## src/rtl/beat_ack_gen.sv

```systemverilog
module beat_ack_gen #(
  parameter int BEATS = 4,
  localparam int CW = (BEATS > 1) ? $clog2(BEATS) : 1
) (
  input  logic          clk,
  input  logic          rst_n,
  input  logic          tenure_start,
  input  logic          burst,
  input  logic          ext_sel,
  input  logic          beat_ready,
  input  logic          ext_acq_in,
  output logic          ack_out,
  output logic          ack_en,
  output logic          tenure_done,
  output logic [CW-1:0] beat_idx
);

  localparam logic [CW-1:0] LAST = CW'(BEATS - 1);

  logic          active, ext_own, burst_q;
  logic [CW-1:0] cnt;
  logic          drv_q, rel_q;
  logic          take, beat, last;

  assign take        = tenure_start & ~active;
  assign beat        = active & (ext_own ? ext_acq_in : beat_ready);
  assign last        = ~burst_q | (cnt == LAST);
  assign ack_out     = active & ~ext_own & beat_ready;
  assign tenure_done = beat & last;
  assign beat_idx    = cnt;
  assign ack_en      = drv_q & ~rel_q;

  always_ff @(posedge clk or negedge rst_n) begin
    if (!rst_n) begin
      active  <= 1'b0;
      ext_own <= 1'b0;
      burst_q <= 1'b0;
      cnt     <= '0;
    end else if (take) begin
      active  <= 1'b1;
      ext_own <= ext_sel;
      burst_q <= burst;
      cnt     <= '0;
    end else if (beat) begin
      if (last) begin
        active <= 1'b0;
        cnt    <= '0;
      end else begin
        cnt <= cnt + 1'b1;
      end
    end
  end

  always_ff @(posedge clk or negedge rst_n) begin
    if (!rst_n)              drv_q <= 1'b0;
    else if (take & ~ext_sel) drv_q <= 1'b1;
    else if (rel_q)          drv_q <= 1'b0;
  end

  always_ff @(negedge clk or negedge rst_n) begin
    if (!rst_n) rel_q <= 1'b0;
    else        rel_q <= drv_q & ~active;
  end

endmodule

```

## config.mk

```make
export PLATFORM = sky130hd
export DESIGN_NAME = beat_ack_gen
export DESIGN_NICKNAME = d
export VERILOG_FILES = /design/src/rtl/beat_ack_gen.sv
export SDC_FILE = /design/constraint.sdc
export NUM_CORES = 1
export LEC_CHECK = 0
export BUFFER_PORTS_ARGS = -buffer_cell sky130_fd_sc_hd__buf_2
export CAP_MARGIN = 20
export CORE_AREA = 2 2 39 41
export DETAILED_ROUTE_END_ITERATION = 12
export DIE_AREA = 0 0 41 43
export GPL_TIMING_DRIVEN = 0
export PLACE_DENSITY_LB_ADDON = 0.25
export SETUP_SLACK_MARGIN = 0.1
export SYNTH_ARGS = -nofsm -noshare
export SYNTH_HDL_FRONTEND = slang
export SYNTH_SLANG_ARGS = --single-unit
export TNS_END_PERCENT = 50
```

## constraint.sdc

```tcl
create_clock -name clk -period 2.84 [get_ports clk]
set_input_delay 0.142 -clock clk [delete_from_list [all_inputs] [get_ports clk]]
set_output_delay 0.142 -clock clk [all_outputs]
set_load 0.005 [all_outputs]
```

---- Word-level counts from Yosys, hierarchy flattened ----
Cells that the tools add are included.
word-level totals
  bits in registers ....................... 7
  bits of input ports ..................... 7
  word-level logic and storage cells ...... 35
operators by class
  reductions and logical operators ........ 4
  multiplexer cells ....................... 9
  add/sub/neg operators ................... 1
  equality and inequality tests ........... 1
  bitwise gates (word level) .............. 14
operators with widths
  kind                   number
  $and A1 B1 Y1          8
  $mux W1                6
  $mux W2                3
  $reduce_bool A2 Y1     3
  $not A1 Y1             5
  $add A2 B1 Y2 const B  1
  $eq A2 B2 Y1 const B   1
  $reduce_and A2 Y1      1
  $or A1 B1 Y1           1

---- Longest topological paths before layout ----
  depth in word-level cells ............... 5
  gate-level depth with buffers ........... 4

==> flow_summary.toml <==
[status]
outcome = "finished, final reports clean"

[worst_hold_path]
hold_path_class = "input pin to flip-flop"

[sta]
fin_skew_ns = 0.0103
rsz0062_at_grt = "no"
setup_viol = 0
hold_viol = 0
worstMarginPinSlew_ns = 0.251
fin_setup_tns_ns = 0
max_slew_margin_pct = 83.2
hold_ws_ns = 0.0854
slew_violations = 0

[logic_synthesis]
syn_nets = 37
synthTopCellsByArea = "dfrtp_1 (43%), dfrtn_1 (7.2%), mux2_2 (6.5%)"
avgSynthCellArea_sq_um = 12.0
ys_types = 17
synth_top_area_cell = "dfrtp_1"
netlist.area_leader.share_pct = 43.2
netlist_area_sq_um = 348
yosysSeqAreaShare_pct = 50.4
synth-warning-count = 0
ys_ff_latch = 7
postSynthCellCount = 29

[pwr]
p_per_area_mw_per_mm2 = 985
peakVddDrop_mv = 0.444
leakage_nw = 0.226

[routing]
drc = 0
wl_um = 652
vias_per_cell = 4.48
drt_iter0_markers = 3
wl_per_cell_um = 10.7
vias = 273
ant_nets = 0
dr.pass1.iters = 3

[floorplan]
die_h_um = 43
num_io_pins = 12
dieWidth_um = 41
num_rows = 14
design.core.area_sq_mm = 0.00138
start_util_pct = 25.1
die_area_sq_mm = 0.00176

[clock_tree]
ctsResizeCount = 0
insertion_delay_ns = 0.26
ctsHtreeMaxLevel = 1
cts_buffers = 3
cts_root_buffer = "clkbuf_4"
clk_pin_slew_ns = 0.05
cts.sinks = 7
clockBufferDepth = 2
cts_tree = "yes"

[job]
cap_violations = 0

[global_routing]
antenna_found_initial = 0
grt_util_all_layers_pct = 10.2
grt_pass1_vias = 259
grt_overflow = 0
grt_pass1_wl_um = 1090
grt_max_degree = 10

[final_layout]
nNetsFinal = 54
area_growth_pct = 32.0
drive_gt1_share_pct = 48.9
nFillCells = 154
n_antenna_cell = 0
postLayoutCellArea_sq_um = 459

[place]
placed_cell_area_sq_um = 423
gp_congestion = 0.622
hpwl_um = 486
portBuffers = 11

[critical_path]
critPathArrivalTime_ns = 2.25
required_ns = 2.70
startpoint_type = "flip-flop"
critPathCaptureType = "output pin"
cp_max_fo = 2
crit_type = "flip-flop to output pin"
==> repair_timing <==
action / CTS / global route
hold buffers: 1 / 0
hold endpoints to repair: 6 / 0
endpoints found under the setup margin: 0 / 0
buffers inserted: 0 / 0
==> cells by family (layout without fill, tap and decap cells) <==
kind of cell / Yosys count / after routing / synth area share, %
buffers and inverters: 1 / 17 / 1.44
muxes: 3 / 3 / 10.8
adders and majority gates: 1 / 1 / 3.60
AOI/OAI and AO/OA: 3 / 3 / 6.47
DFF: 7 / 7 / 50.4
and+or+nand+nor: 14 / 14 / 27.3
==> where the power goes <==
group | internal, mW | switching, mW | total [mW]
clock network | 0.0537 | 0.0383 | 0.0920
registers | 0.146 | 0.0280 | 0.174
logic | 0.107 | 0.0790 | 0.186
total | 0.307 | 0.145 | 0.452
==> worst max-delay path: stages, from the launching register on <==
cell and delay (ns):
dfrtn_1 0.32, nor2b_1 0.12, buf_2 0.13
==> cells in the mapped netlist <==
library cell / instances
o211ai_1: 2
mux2_2: 2
nor2_1: 1
nor2_2: 1
o21bai_1: 1
nand4b_1: 1
and3b_2: 1
ha_1: 1
nand2b_4: 1
nand2_1: 4
nand4_1: 1
clkbuf_2: 1
dfrtn_1: 1
nor2b_1: 3
mux2_4: 1
dfrtp_1: 6
and3b_4: 1
==> layer usage <==
layer	vias up	GRT usage, %	wire [um]
met5	-	0	0
met4	0	4.00	0
met3	0	9.42	62
met2	11	12.8	287
met1	128	11.8	302
li1	134	-	-
==> worst paths after layout <==
kind	slack, ns	depth (start not counted)	to	startpoint
max in group asynchronous	1.09	2	rel_q$_DFF_NN0_	rst_n
max	0.45	2	ack_en	rel_q$_DFF_NN0_
min in group asynchronous	0.26	2	active$_DFFE_PN0P_	rst_n
min reg2reg	0.50	1	burst_q$_DFFE_PN0P_	burst_q$_DFFE_PN0P_
max reg2reg	0.69	2	rel_q$_DFF_NN0_	active$_DFFE_PN0P_
min	0.09	2	drv_q$_DFFE_PN0P_	ext_sel
==> state kept, by name, summed over array words and instances, names as in the netlist <==
| name | flops |
|---|---|
| beat_idx | 2 |
| active | 1 |
| burst_q | 1 |
| drv_q | 1 |
| ext_own | 1 |
| rel_q | 1 |
==> cell usage in the layout, fill, tap and decap left out, drive strengths merged <==
cell          n
ha            1
o211ai        2
and3b         2
mux2          3
nand2b        1
clkbuf        5
nor2b         3
dlygate4sd3   1
nand4b        1
nand4         1
dfrtp         6
nand2         4
o21bai        1
dfrtn         1
nor2          2
buf          11
==> per-stage QoR <==
step	std cells	power, mW	setup WS (ns)	utilization, %
2_1_floorplan	29	0.303	0.742	-
3_3_place_gp	56	0.361	0.688	30.6
3_5_place_dp	56	0.363	0.686	30.6
4_1_cts	61	0.460	0.434	33.2
5_1_grt	61	0.494	0.410	33.2
6_report	61	0.452	0.450	33.2
==> cell type report <==
cell class,instances,area (sq um),area share (%)
plain buffers,1,5.00,1.09
clock buffers,4,26.3,5.72
multi-input cells,21,168,36.5
flip-flops and latches,7,175,38.1
well taps,16,20.0,4.36
repair buffers,12,65.1,14.2
(Power assumes the default switching activity.)
